`config.mk`:
```
export PLATFORM = sky130hd
export DESIGN_NAME = rx_word_capture
export DESIGN_NICKNAME = d
export VERILOG_FILES = /design/src/rtl/rxcap_pkg.sv /design/src/rtl/rxcap_ctl.sv /design/src/rtl/rxcap_shifter.sv /design/src/rtl/rxcap_idle_mux.sv /design/src/rtl/rx_word_capture.sv
export SDC_FILE = /design/constraint.sdc
export NUM_CORES = 1
export LEC_CHECK = 0
export CELL_PAD_IN_SITES_DETAIL_PLACEMENT = 0
export CELL_PAD_IN_SITES_GLOBAL_PLACEMENT = 1
export CORE_ASPECT_RATIO = 0.9
export CORE_MARGIN = 2
export CORE_UTILIZATION = 46
export CTS_CLUSTER_DIAMETER = 80
export DETAILED_ROUTE_END_ITERATION = 7
export DONT_BUFFER_PORTS = 1
export PLACE_DENSITY = 0.77
export SYNTH_ARGS = -nofsm -noshare
export SYNTH_HDL_FRONTEND = slang
export SYNTH_SLANG_ARGS = --single-unit
```
`constraint.sdc`:
```
create_clock -name clk -period 1.8 [get_ports clk]
set_clock_uncertainty 0.15 [all_clocks]
set_input_delay 0.18 -clock clk [delete_from_list [all_inputs] [get_ports clk]]
set_output_delay 0.18 -clock clk [all_outputs]
set_load 0.005 [all_outputs]
```
`src/rtl/rxcap_pkg.sv`:
```
package rxcap_pkg;
  typedef enum logic [1:0] {
    LEN_SHORT = 2'b00,
    LEN_MID   = 2'b01,
    LEN_LONG  = 2'b10,
    LEN_LONG2 = 2'b11
  } len_sel_t;

  function automatic int unsigned window_len(input logic [1:0] sel,
                                             input int unsigned base,
                                             input int unsigned step);
    case (sel)
      LEN_SHORT: window_len = base;
      LEN_MID:   window_len = base + step;
      default:   window_len = base + 2 * step;
    endcase
  endfunction
endpackage

```
`src/rtl/rxcap_ctl.sv`:
```
module rxcap_ctl #(
  parameter int unsigned WORD_W   = 16,
  parameter int unsigned BASE_LEN = 32,
  parameter int unsigned LEN_STEP = 8,
  localparam int unsigned MAX_LEN = BASE_LEN + 2 * LEN_STEP,
  localparam int unsigned CNT_W   = $clog2(MAX_LEN + 1)
) (
  input  logic       clk,
  input  logic       rst,
  input  logic       bit_en,
  input  logic       detect,
  input  logic       bypass,
  input  logic [1:0] len_sel,
  output logic       busy,
  output logic       cap_en,
  output logic       load
);
  import rxcap_pkg::*;

  logic [CNT_W-1:0] cnt;
  logic [CNT_W-1:0] last_q;
  logic             start;

  assign start  = bit_en && detect && !bypass && !busy;
  assign cap_en = bit_en && busy && (cnt < CNT_W'(WORD_W));
  assign load   = bit_en && busy && (cnt == last_q);

  always_ff @(posedge clk) begin
    if (rst) begin
      busy   <= 1'b0;
      cnt    <= '0;
      last_q <= '0;
    end else if (start) begin
      busy   <= 1'b1;
      cnt    <= '0;
      last_q <= CNT_W'(window_len(len_sel, BASE_LEN, LEN_STEP) - 1);
    end else if (bit_en && busy) begin
      if (load) begin
        busy <= 1'b0;
        cnt  <= '0;
      end else begin
        cnt <= cnt + 1'b1;
      end
    end
  end

  AST_WINDOW_BOUND: assert property (@(posedge clk) disable iff (rst)
    busy |-> (cnt < CNT_W'(MAX_LEN)));

  AST_BYPASS_IDLE: assert property (@(posedge clk) disable iff (rst)
    (bypass && !busy) |=> !busy);

  AST_DETECT_IGNORED: assert property (@(posedge clk) disable iff (rst)
    (busy && bit_en && !load) |=> (busy && cnt == $past(cnt) + 1'b1));
endmodule

```
`src/rtl/rxcap_shifter.sv`:
```
module rxcap_shifter #(
  parameter int unsigned WORD_W = 16
) (
  input  logic              clk,
  input  logic              rst,
  input  logic              rx_bit,
  input  logic              cap_en,
  input  logic              load,
  input  logic              rd_stb,
  output logic [WORD_W-1:0] word_q,
  output logic              status
);
  logic [WORD_W-1:0] shreg;

  always_ff @(posedge clk) begin
    if (rst) begin
      shreg <= '0;
    end else if (cap_en) begin
      shreg <= {shreg[WORD_W-2:0], rx_bit};
    end
  end

  always_ff @(posedge clk) begin
    if (rst) begin
      word_q <= '0;
      status <= 1'b0;
    end else if (load) begin
      word_q <= shreg;
      status <= 1'b1;
    end else if (rd_stb) begin
      status <= 1'b0;
    end
  end

  AST_STATUS_FROM_LOAD: assert property (@(posedge clk) disable iff (rst)
    $rose(status) |-> $past(load));

  AST_READ_CLEARS: assert property (@(posedge clk) disable iff (rst)
    (rd_stb && !load) |=> !status);

  AST_READ_ON_LOAD: assert property (@(posedge clk) disable iff (rst)
    (rd_stb && load) |=> status);

  AST_WORD_HOLD: assert property (@(posedge clk) disable iff (rst)
    !load |=> $stable(word_q));
endmodule

```
`src/rtl/rxcap_idle_mux.sv`:
```
module rxcap_idle_mux (
  input  logic clk,
  input  logic rst,
  input  logic bit_en,
  input  logic rx_bit,
  input  logic busy,
  input  logic force_idle,
  output logic dec_bit
);
  logic idle_sel;
  logic phase;

  assign idle_sel = busy || force_idle;

  always_ff @(posedge clk) begin
    if (rst) begin
      dec_bit <= 1'b0;
      phase   <= 1'b1;
    end else if (bit_en) begin
      dec_bit <= idle_sel ? phase : rx_bit;
      phase   <= idle_sel ? ~phase : 1'b1;
    end
  end

  AST_PASS_THROUGH: assert property (@(posedge clk) disable iff (rst)
    (bit_en && !busy && !force_idle) |=> (dec_bit == $past(rx_bit)));
endmodule

```
`src/rtl/rx_word_capture.sv`:
```
module rx_word_capture #(
  parameter int unsigned WORD_W   = 16,
  parameter int unsigned BASE_LEN = 32,
  parameter int unsigned LEN_STEP = 8
) (
  input  logic              clk,
  input  logic              rst,
  input  logic              bit_en,
  input  logic              rx_bit,
  input  logic              detect,
  input  logic              rd_stb,
  input  logic              bypass,
  input  logic              force_idle,
  input  logic [1:0]        len_sel,
  output logic              dec_bit,
  output logic [WORD_W-1:0] word_q,
  output logic              status
);
  logic busy;
  logic cap_en;
  logic load;

  rxcap_ctl #(
    .WORD_W  (WORD_W),
    .BASE_LEN(BASE_LEN),
    .LEN_STEP(LEN_STEP)
  ) u_ctl (
    .clk    (clk),
    .rst    (rst),
    .bit_en (bit_en),
    .detect (detect),
    .bypass (bypass),
    .len_sel(len_sel),
    .busy   (busy),
    .cap_en (cap_en),
    .load   (load)
  );

  rxcap_shifter #(
    .WORD_W(WORD_W)
  ) u_shift (
    .clk   (clk),
    .rst   (rst),
    .rx_bit(rx_bit),
    .cap_en(cap_en),
    .load  (load),
    .rd_stb(rd_stb),
    .word_q(word_q),
    .status(status)
  );

  rxcap_idle_mux u_mux (
    .clk       (clk),
    .rst       (rst),
    .bit_en    (bit_en),
    .rx_bit    (rx_bit),
    .busy      (busy),
    .force_idle(force_idle),
    .dec_bit   (dec_bit)
  );

  AST_LOAD_ENDS_WINDOW: assert property (@(posedge clk) disable iff (rst)
    $rose(status) |-> !busy);
endmodule

```
# ---- Word-level counts from Yosys, hierarchy flattened
# Cells that the tools add are included.
dict set report classes {
  n_addsub 2
  magnitude_cmp 1
  n_eq_ne 2
  muxes 11
  bitwise 1
  n_reduce_logical 15
}
# op count
set ops {}
lappend ops {{$mux W6} 3}
lappend ops {{$pmux W5 S2} 1}
lappend ops {{$mux W1} 7}
lappend ops {{$add A6 B1 Y6 const B} 1}
lappend ops {{$eq A6 B6 Y1} 1}
lappend ops {{$logic_and A1 B1 Y1} 6}
lappend ops {{$lt A6 B5 Y1 const B} 1}
lappend ops {{$reduce_bool A2 Y1} 3}
lappend ops {{$sub A6 B1 Y6 const B} 1}
lappend ops {{$eq A2 B1 Y1 const B} 1}
lappend ops {{$logic_not A1 Y1} 2}
lappend ops {{$logic_not A2 Y1} 1}
lappend ops {{$reduce_and A2 Y1} 1}
lappend ops {{$reduce_or A2 Y1} 1}
lappend ops {{$logic_or A1 B1 Y1} 1}
lappend ops {{$not A1 Y1} 1}
dict set report word_totals {
  ff_bits 48
  inputBits 10
  elab_cells 40
}

# ---- Longest topological paths before layout
# Gate-level depths: netlist (run 1).
dict set report depth {
  word_depth 6
  depth_mapped 6
  mapped_depth_nobuf 4
}

# ---- Hierarchy
# From an unflattened synthesis (run 1), not the netlist that was laid out.
dict set report unflattened {
  cells_unflattened 175
  hier_area_um2 1824.2
}
# module instances cells_each area_per_inst_um2 seq_area_each_um2
set modules_own_cells {}
lappend modules_own_cells {rxcap_shifter 1 108 1197.4 660.6}
lappend modules_own_cells {rxcap_ctl 1 58 539.3 220.2}
lappend modules_own_cells {rxcap_idle_mux 1 9 87.6 40.0}

# ---- Least setup slack after synthesis (run 1)
# OpenSTA, ideal clock, no wires.
dict set report synth_timing {
  path_kind {reg-to-reg}
  start {register u_ctl.cnt[1]}
  end {register u_shift.status}
  setup_ns 0.136
  t_arrival_ns 1.221
  required_ns 1.514
  slack_ns 0.293
  path_stages_with_launch 7
  n_path_buf 2
  cell_sequence {dfxtp_1 > and2_1 > a31o_2 > buf_2 > buf_4 > a21oi_1 > nor2_1}
}
dict set report synth_between {
  elab_chain_len 3
}
# element line
set synth_lines {}
lappend synth_lines {{from (decl)} rxcap_ctl.sv:20} ;# logic [CNT_W-1:0] cnt;
lappend synth_lines {{from (signal assigned)} rxcap_ctl.sv:42} ;# cnt <= cnt + 1'b1;
lappend synth_lines {{$eq A6 B6 Y1 (*)} rxcap_ctl.sv:26} ;# assign load = bit_en && busy && (cnt == last_q);
lappend synth_lines {{$logic_and A1 B1 Y1 (*)} rxcap_ctl.sv:26}
lappend synth_lines {{$mux W1 or $reduce_bool A2 Y1 (tied branches)} -}
lappend synth_lines {{to (signal assigned)} rxcap_shifter.sv:26} ;# status <= 1'b0;
lappend synth_lines {{to (signal assigned)} rxcap_shifter.sv:29} ;# status <= 1'b1;
lappend synth_lines {{to (signal assigned)} rxcap_shifter.sv:31} ;# status <= 1'b0;
lappend synth_lines {{to (decl)} rxcap_shifter.sv:11} ;# output logic status
# Every way passes the cells marked *; elsewhere a longest branch is shown, timed or not.
# A chain may end at the register's enable or synchronous reset.

# ---- Worst setup path in the final report (run 1)
dict set report layout_timing {
  start {register u_ctl.busy}
  end {register u_mux.dec_bit}
}
dict set report layout_between {
  elab_chain_len 2
}
# element line
set layout_lines {}
lappend layout_lines {{from (decl)} rxcap_ctl.sv:14} ;# output logic busy,
lappend layout_lines {{from (signal assigned)} rxcap_ctl.sv:30} ;# busy <= 1'b0;
lappend layout_lines {{from (signal assigned)} rxcap_ctl.sv:34} ;# busy <= 1'b1;
lappend layout_lines {{from (signal assigned)} rxcap_ctl.sv:39} ;# busy <= 1'b0;
lappend layout_lines {{$logic_or A1 B1 Y1} rxcap_idle_mux.sv:13} ;# assign idle_sel = busy || force_idle;
lappend layout_lines {{$mux W1} rxcap_idle_mux.sv:20} ;# dec_bit <= idle_sel ? phase : rx_bit;
lappend layout_lines {{to (signal assigned)} rxcap_idle_mux.sv:20}
lappend layout_lines {{to (decl)} rxcap_idle_mux.sv:8} ;# output logic dec_bit
# Every way passes these cells.

==> results.py, run 1 <==
metrics = {
    "sta": {
        "final_max_slew_viol_count": 0,
        "finalSetupViolations": 0,
        "max_slew_margin_pct": 75.36,
        "rsz0062_at_grt": "no",
        "min_period_ns": 1.708,
        "max_slew.worst_pin.slew_ns": 0.3679,
        "finalSetupTns_ns": 0,
        "setup_ws_ns": 0.09247,
        "period_share_pct": 94.86,
        "fmax_mhz": 585.6,
        "hold_viol_final": 0,
    },
    "setup_path": {
        "cp_max_fo": 6,
        "max_stage_delay_ns": 0.58,
        "slowest_stage": "dlygate4sd3_1",
        "critPathLaunchType": "flip-flop",
        "worstSetupPathType": "flip-flop to flip-flop",
        "crit_arrival_ns": 1.79,
        "worstPathCellList": "buf_4 -> o21ai_0 -> a311oi_1 -> dlygate4sd3_1",
        "crit_required_ns": 1.88,
        "end_kind": "flip-flop",
    },
    "synthesis": {
        "synthCells": 218,
        "syn-mean-instance-area_um2": 8.822,
        "synth_cell_types": 36,
        "synth_nets": 229,
        "yosys_warnings": 0,
        "async_reset_ff_share_pct": 0,
        "dominantRegCellSynth": "dfxtp_1",
        "syn_area_um2": 1923,
        "yosysSeqAreaShare_pct": 47.89,
        "synth-edff-count": 0,
        "ys_seq_elements": 46,
    },
    "route": {
        "wl_per_cell_um": 14.40,
        "ant_nets": 0,
        "route.detailed.drc": 0,
        "drtIter0Drc": 97,
        "vias": 1531,
        "drt-total-wl_um": 3930,
        "first_pass_iters": 4,
        "vias_per_cell": 5.608,
    },
    "grt": {
        "antenna_found_initial": 0,
        "grt_pass1_vias": 1464,
        "overflow": 0,
        "grt_pass1_wl_um": 6555,
        "grt_max_degree": 41,
        "grt_usage_pct": 17.77,
    },
    "clock_tree": {
        "cts-buffers-inserted": 5,
        "clock_sink_count": 46,
        "clockRootBuffer": "clkbuf_8",
        "clock_latency_ns": 0.29,
        "post_cts_buffers": 0,
        "cts_max_level": 2,
        "cts.clk_slew.worst_paths_ns": 0.08,
        "clockBufferDepth": 2,
        "cts_tree": "done",
    },
    "place": {
        "post-place-ws_ns": 0.2009,
        "place_hpwl_um": 2606,
        "io_buffers": 0,
        "place_congestion": 0.7985,
        "place_inst": 258,
    },
    "floorplan": {
        "core_um2": 4046,
        "die_h_um": 65.34,
        "fp.dieArea_um2": 4715,
        "die_w_um": 72.16,
        "start_util_pct": 47.53,
        "ios": 28,
        "num_rows": 22,
    },
    "power_and_ir_drop": {
        "combPwrFrac_pct": 7.2,
        "leakage_uw": 0.0006885,
        "pwr-share-clk_pct": 33.2,
        "max-vdd-ir-drop_mv": 0.5340,
        "swShare_pct": 22.76,
        "seq_power_share_pct": 59.6,
        "p_per_area_nw_per_um2": 817.7,
        "p_switching_uw": 396.1,
        "p_int_uw": 1344,
    },
    "hold_path": {
        "hold_path_class": "input pin to flip-flop",
    },
    "final_layout": {
        "stdcell_count": 273,
        "final_core_util_pct": 52.60,
        "syn_to_final_growth_pct": 10.67,
        "fill_cells": 375,
        "layout.nets": 236,
        "antenna_cells": 0,
        "drive_gt1_share_pct": 16.44,
    },
    "status": {
        "outcome": "finished, final reports clean",
    },
    "run": {
        "cap_violations": 0,
    },
}
-- worst paths after layout --
kind         slack [ns]  cells after the start           endpoint         startpoint
max                0.09                      4      u_mux.dec_bit         u_ctl.busy
min               0.007                      2  u_shift.word_q[3]                rst
max reg2reg        0.09                      4      u_mux.dec_bit         u_ctl.busy
min reg2reg        0.31                      2  u_shift.shreg[15]  u_shift.shreg[15]
-- metrics by stage --
| step | hold slack (ns) | power (µW) | area [µm²] |
|---|---|---|---|
| 6_report | 0.007036 | 1740 | 2128 |
| 5_1_grt | 0.01686 | 1814 | 2128 |
| 4_1_cts | 0.005401 | 1759 | 2115 |
| 3_5_place_dp | 0.1016 | 1148 | 1948 |
| 3_3_place_gp | 0.1006 | 1145 | 1948 |
| 2_1_floorplan | 0.1387 | 1141 | 1923 |
-- Yosys cell counts, types with 2 or more instances --
library cell  instances  area [µm²]
a21oi_1              28       140.1
a21oi_2               9       78.83
a311oi_1              2       17.52
and2_1                2       12.51
buf_2                 4       20.02
buf_4                 2       15.01
buf_6                 2       22.52
clkbuf_1              5       18.77
dfxtp_1              46       920.9
nand2_1              37       138.9
nand2b_1              2       12.51
nand3_1               8       40.04
nand3_2               9       90.09
nor2_1               10       37.54
nor3_1                6       30.03
o211ai_1              2       15.01
o21ai_0              20       100.1
xnor2_1               2       17.52
xor2_1                5       43.79
-- placed cells by master (no fill, tap or decap), types with 5 or more instances in the layout --
cell type / instances
o21ai_0: 20
nor3_1: 6
a21oi_2: 9
clkbuf_8: 5
nand2_1: 37
nor2_1: 10
nand3_1: 8
dfxtp_1: 46
dlygate4sd3_1: 7
nand3_2: 9
xor2_1: 5
buf_4: 6
a21oi_1: 28
-- flip-flops by register name (all words and copies together) (netlist names) --
| name | count |
|---|---|
| u_mux.dec_bit | 1 |
| u_mux.phase | 1 |
| u_shift.word_q | 16 |
| u_shift.shreg | 16 |
| u_shift.status | 1 |
| u_ctl.busy | 1 |
| u_ctl.cnt | 6 |
| u_ctl.last_q | 4 |
-- kinds of logic after synthesis --
logic type               synth area share (%)
buffers and inverters                   5.400
adder cells (fa/ha/maj)                0.6505
XOR/XNOR                                3.188
AND/OR/NAND/NOR                         23.81
flip-flops                              47.89
AO/OA/AOI/OAI                           19.06
-- critical path, delay by kind of cell (launching register included) --
| kind | cells | cell delay, ns |
|---|---|---|
| compound gates | 2 | 0.35 |
| buf+inv | 2 | 0.75 |
| flops | 1 | 0.40 |
-- timing repair --
action | in CTS | in global routing
endpoints found under the setup margin | 0 | 13
hold endpoints to repair | 42 | 0
resized for setup | 0 | 2
hold buffers | 8 | 0
-- power by group through the flow --
stage	clock [µW]	sequential [µW]	combinational, µW
final	578	1040	126
after detailed placement	0	1060	87.2
after floorplan	0	1060	82.6
after global placement	0	1060	85.1
after CTS	601	1040	122
after global routing	637	1040	138
-- layer usage --
metal,global-route usage [%],wire length (µm),up-vias
met5,0,0,-
met1,23.31,1855,723
met2,28.21,1829,34
met4,5.189,23,0
li1,-,-,770
met3,5.368,223,4
-- final cells by class --
cell class	instances	area, µm²	area share, %
clock buffer	7	76.32	3.586
inverter	1	3.754	0.1764
multi-input combinational	156	912.1	42.86
sequential	46	920.9	43.27
tap	48	60.06	2.822
timing repair buffer	15	155.1	7.290
Power figures use the tool's default switching activity.
==> run 2: changes to the inputs <==
Settings changed: GPL_TIMING_DRIVEN from default to 0.
==> run 2 against run 1 <==
  * First-iteration DRC count rose by 15%
  * Clock-buffer cell count fell by 1
  * Register-to-register slack improved by 0.05 ns
  * Routed wire length rose by 3.3%
  * Critical path depth rose by 2
  * Flip-flop and latch count did not move
  * Combinational power barely moved
  * Power rose by 1.7%
  * Design area rose by 0.94%
  * Non-clock buffer count rose by 7
  * Fmax rose by 3.3%
  * Critical path type unchanged
  * Largest cell class unchanged
==> results.py, run 2 (same netlist as run 1, synthesis figures left out) <==
metrics = {
    "status": {
        "outcome": "finished, final reports clean",
    },
    "setup_path": {
        "end_kind": "flip-flop",
        "critPathLaunchType": "flip-flop",
        "crit_arrival_ns": 1.73,
        "worstSetupPathType": "flip-flop to flip-flop",
        "cp_max_fo": 10,
        "crit_required_ns": 1.88,
        "r2r_slack_ns": 0.15,
    },
    "final_layout": {
        "drive_gt1_share_pct": 17.75,
        "final_common_cell": "dfxtp_1",
        "antenna_cells": 0,
        "final_core_util_pct": 53.09,
        "reg_top3": "u_shift.shreg (16), u_shift.word_q (16), u_ctl.cnt (6)",
        "syn_to_final_growth_pct": 11.71,
        "layout.nets": 243,
        "mostFrequentLayoutCells": "dfxtp_1, nand2_1, a21oi_1",
    },
    "run": {
        "cap_violations": 0,
    },
    "grt": {
        "grt_usage_pct": 19.04,
        "grt_pass1_wl_um": 6955,
        "grt_pass1_vias": 1502,
        "grt_max_degree": 13,
        "overflow": 0,
        "antenna_found_initial": 0,
    },
    "sta": {
        "setup_ws_ns": 0.1474,
        "final_max_slew_viol_count": 0,
        "hold_ws_ns": 0.01579,
        "max_slew.worst_pin.slew_ns": 0.6234,
        "hold_viol_final": 0,
        "finalSetupViolations": 0,
        "min_period_ns": 1.653,
        "max_slew_margin_pct": 58.44,
        "period_share_pct": 91.81,
        "fmax_mhz": 605.1,
        "finalSetupTns_ns": 0,
    },
    "place": {
        "place_congestion": 0.8166,
        "place_hpwl_um": 2891,
        "post-place-ws_ns": 0.06383,
        "io_buffers": 0,
    },
    "power_and_ir_drop": {
        "p_per_area_nw_per_um2": 823.9,
        "max-vdd-ir-drop_mv": 0.4911,
        "leakage_uw": 0.0006990,
    },
    "hold_path": {
        "hold_path_class": "input pin to flip-flop",
    },
    "clock_tree": {
        "clock_latency_ns": 0.29,
        "clock_sink_count": 46,
        "clockRootBuffer": "clkbuf_8",
        "cts-buffers-inserted": 5,
        "clockBufferDepth": 2,
        "cts_tree": "done",
        "cts_max_level": 2,
        "cts.clk_slew.worst_paths_ns": 0.08,
        "post_cts_buffers": 0,
    },
    "route": {
        "ant_nets": 0,
        "vias_per_cell": 5.473,
        "vias": 1527,
        "wl_met3_um": 259,
        "wl_per_cell_um": 14.54,
        "first_pass_iters": 4,
        "top_layer": "met4",
        "m1WireLength_um": 1918,
        "route.detailed.drc": 0,
        "drt-total-wl_um": 4058,
        "met2_length_um": 1858,
        "drtIter0Drc": 112,
    },
    "floorplan": {
        "num_rows": 22,
        "core_um2": 4046,
        "die_h_um": 65.34,
        "die_w_um": 72.16,
        "fp.dieArea_um2": 4715,
        "ios": 28,
        "start_util_pct": 47.53,
    },
}
==> run 2: changes by cell type in the layout (fill, tap and decap cells not counted), sizes merged <==
cell,before,now
clkbuf,7,11
dlygate4sd3,7,6
buf,8,10
dlymetal6s4s,0,1
==> run 2: timing repair <==
item / CTS / global route
endpoints found under the setup margin: 0 / 27
hold buffers: 7 / 0
gates resized for setup: 0 / 16
hold endpoints to repair: 9 / 0
==> run 2: layout make-up <==
cell class / instances / area [µm²]
clock buffers: 6 / 82.58
plain buffers: 15 / 102.6
well taps: 48 / 60.06
inverters: 1 / 3.754
repair buffers: 7 / 72.57
multi-input cells: 156 / 904.6
fillers: 376 / 1898
flip-flops and latches: 46 / 922.1
==> run 2: path summary, 6_finish.rpt <==
check | start | end | cells past startpoint
max | u_ctl.cnt[0] | u_shift.word_q[6] | 6
min | detect | u_ctl.busy | 2
max reg2reg | u_ctl.cnt[0] | u_shift.word_q[6] | 6
min reg2reg | u_shift.shreg[15] | u_shift.shreg[15] | 2
==> run 2: critical path, cell delays in order, from the launching register on <==
cell and delay [ns]:
dfxtp_1 0.36, nor4_2 0.32, a31o_2 0.14, buf_2 0.18
buf_4 0.23, nand3_2 0.11, a21oi_2 0.11
==> run 2: power breakdown <==
group          switching, µW  total, µW  internal (µW)
Clock                    313        609            296
Sequential              10.4       1040           1030
Combinational           76.7        123           46.1
Total                    400       1770           1370
==> run 2: metal layers <==
layer | GRT usage, % | vias to the layer above
met5 | 0 | -
met4 | 6.368 | 0
met3 | 6.288 | 4
met2 | 30.28 | 36
met1 | 24.28 | 708
li1 | - | 779
==> run 2: per-stage QoR <==
step / instances / cell area, µm² / total power [µW]
floorplan: 218 / 1923 / 1141
global placement: 266 / 1983 / 1162
detailed placement: 266 / 1983 / 1166
CTS: 279 / 2136 / 1781
global route: 279 / 2148 / 1843
finish: 279 / 2148 / 1770
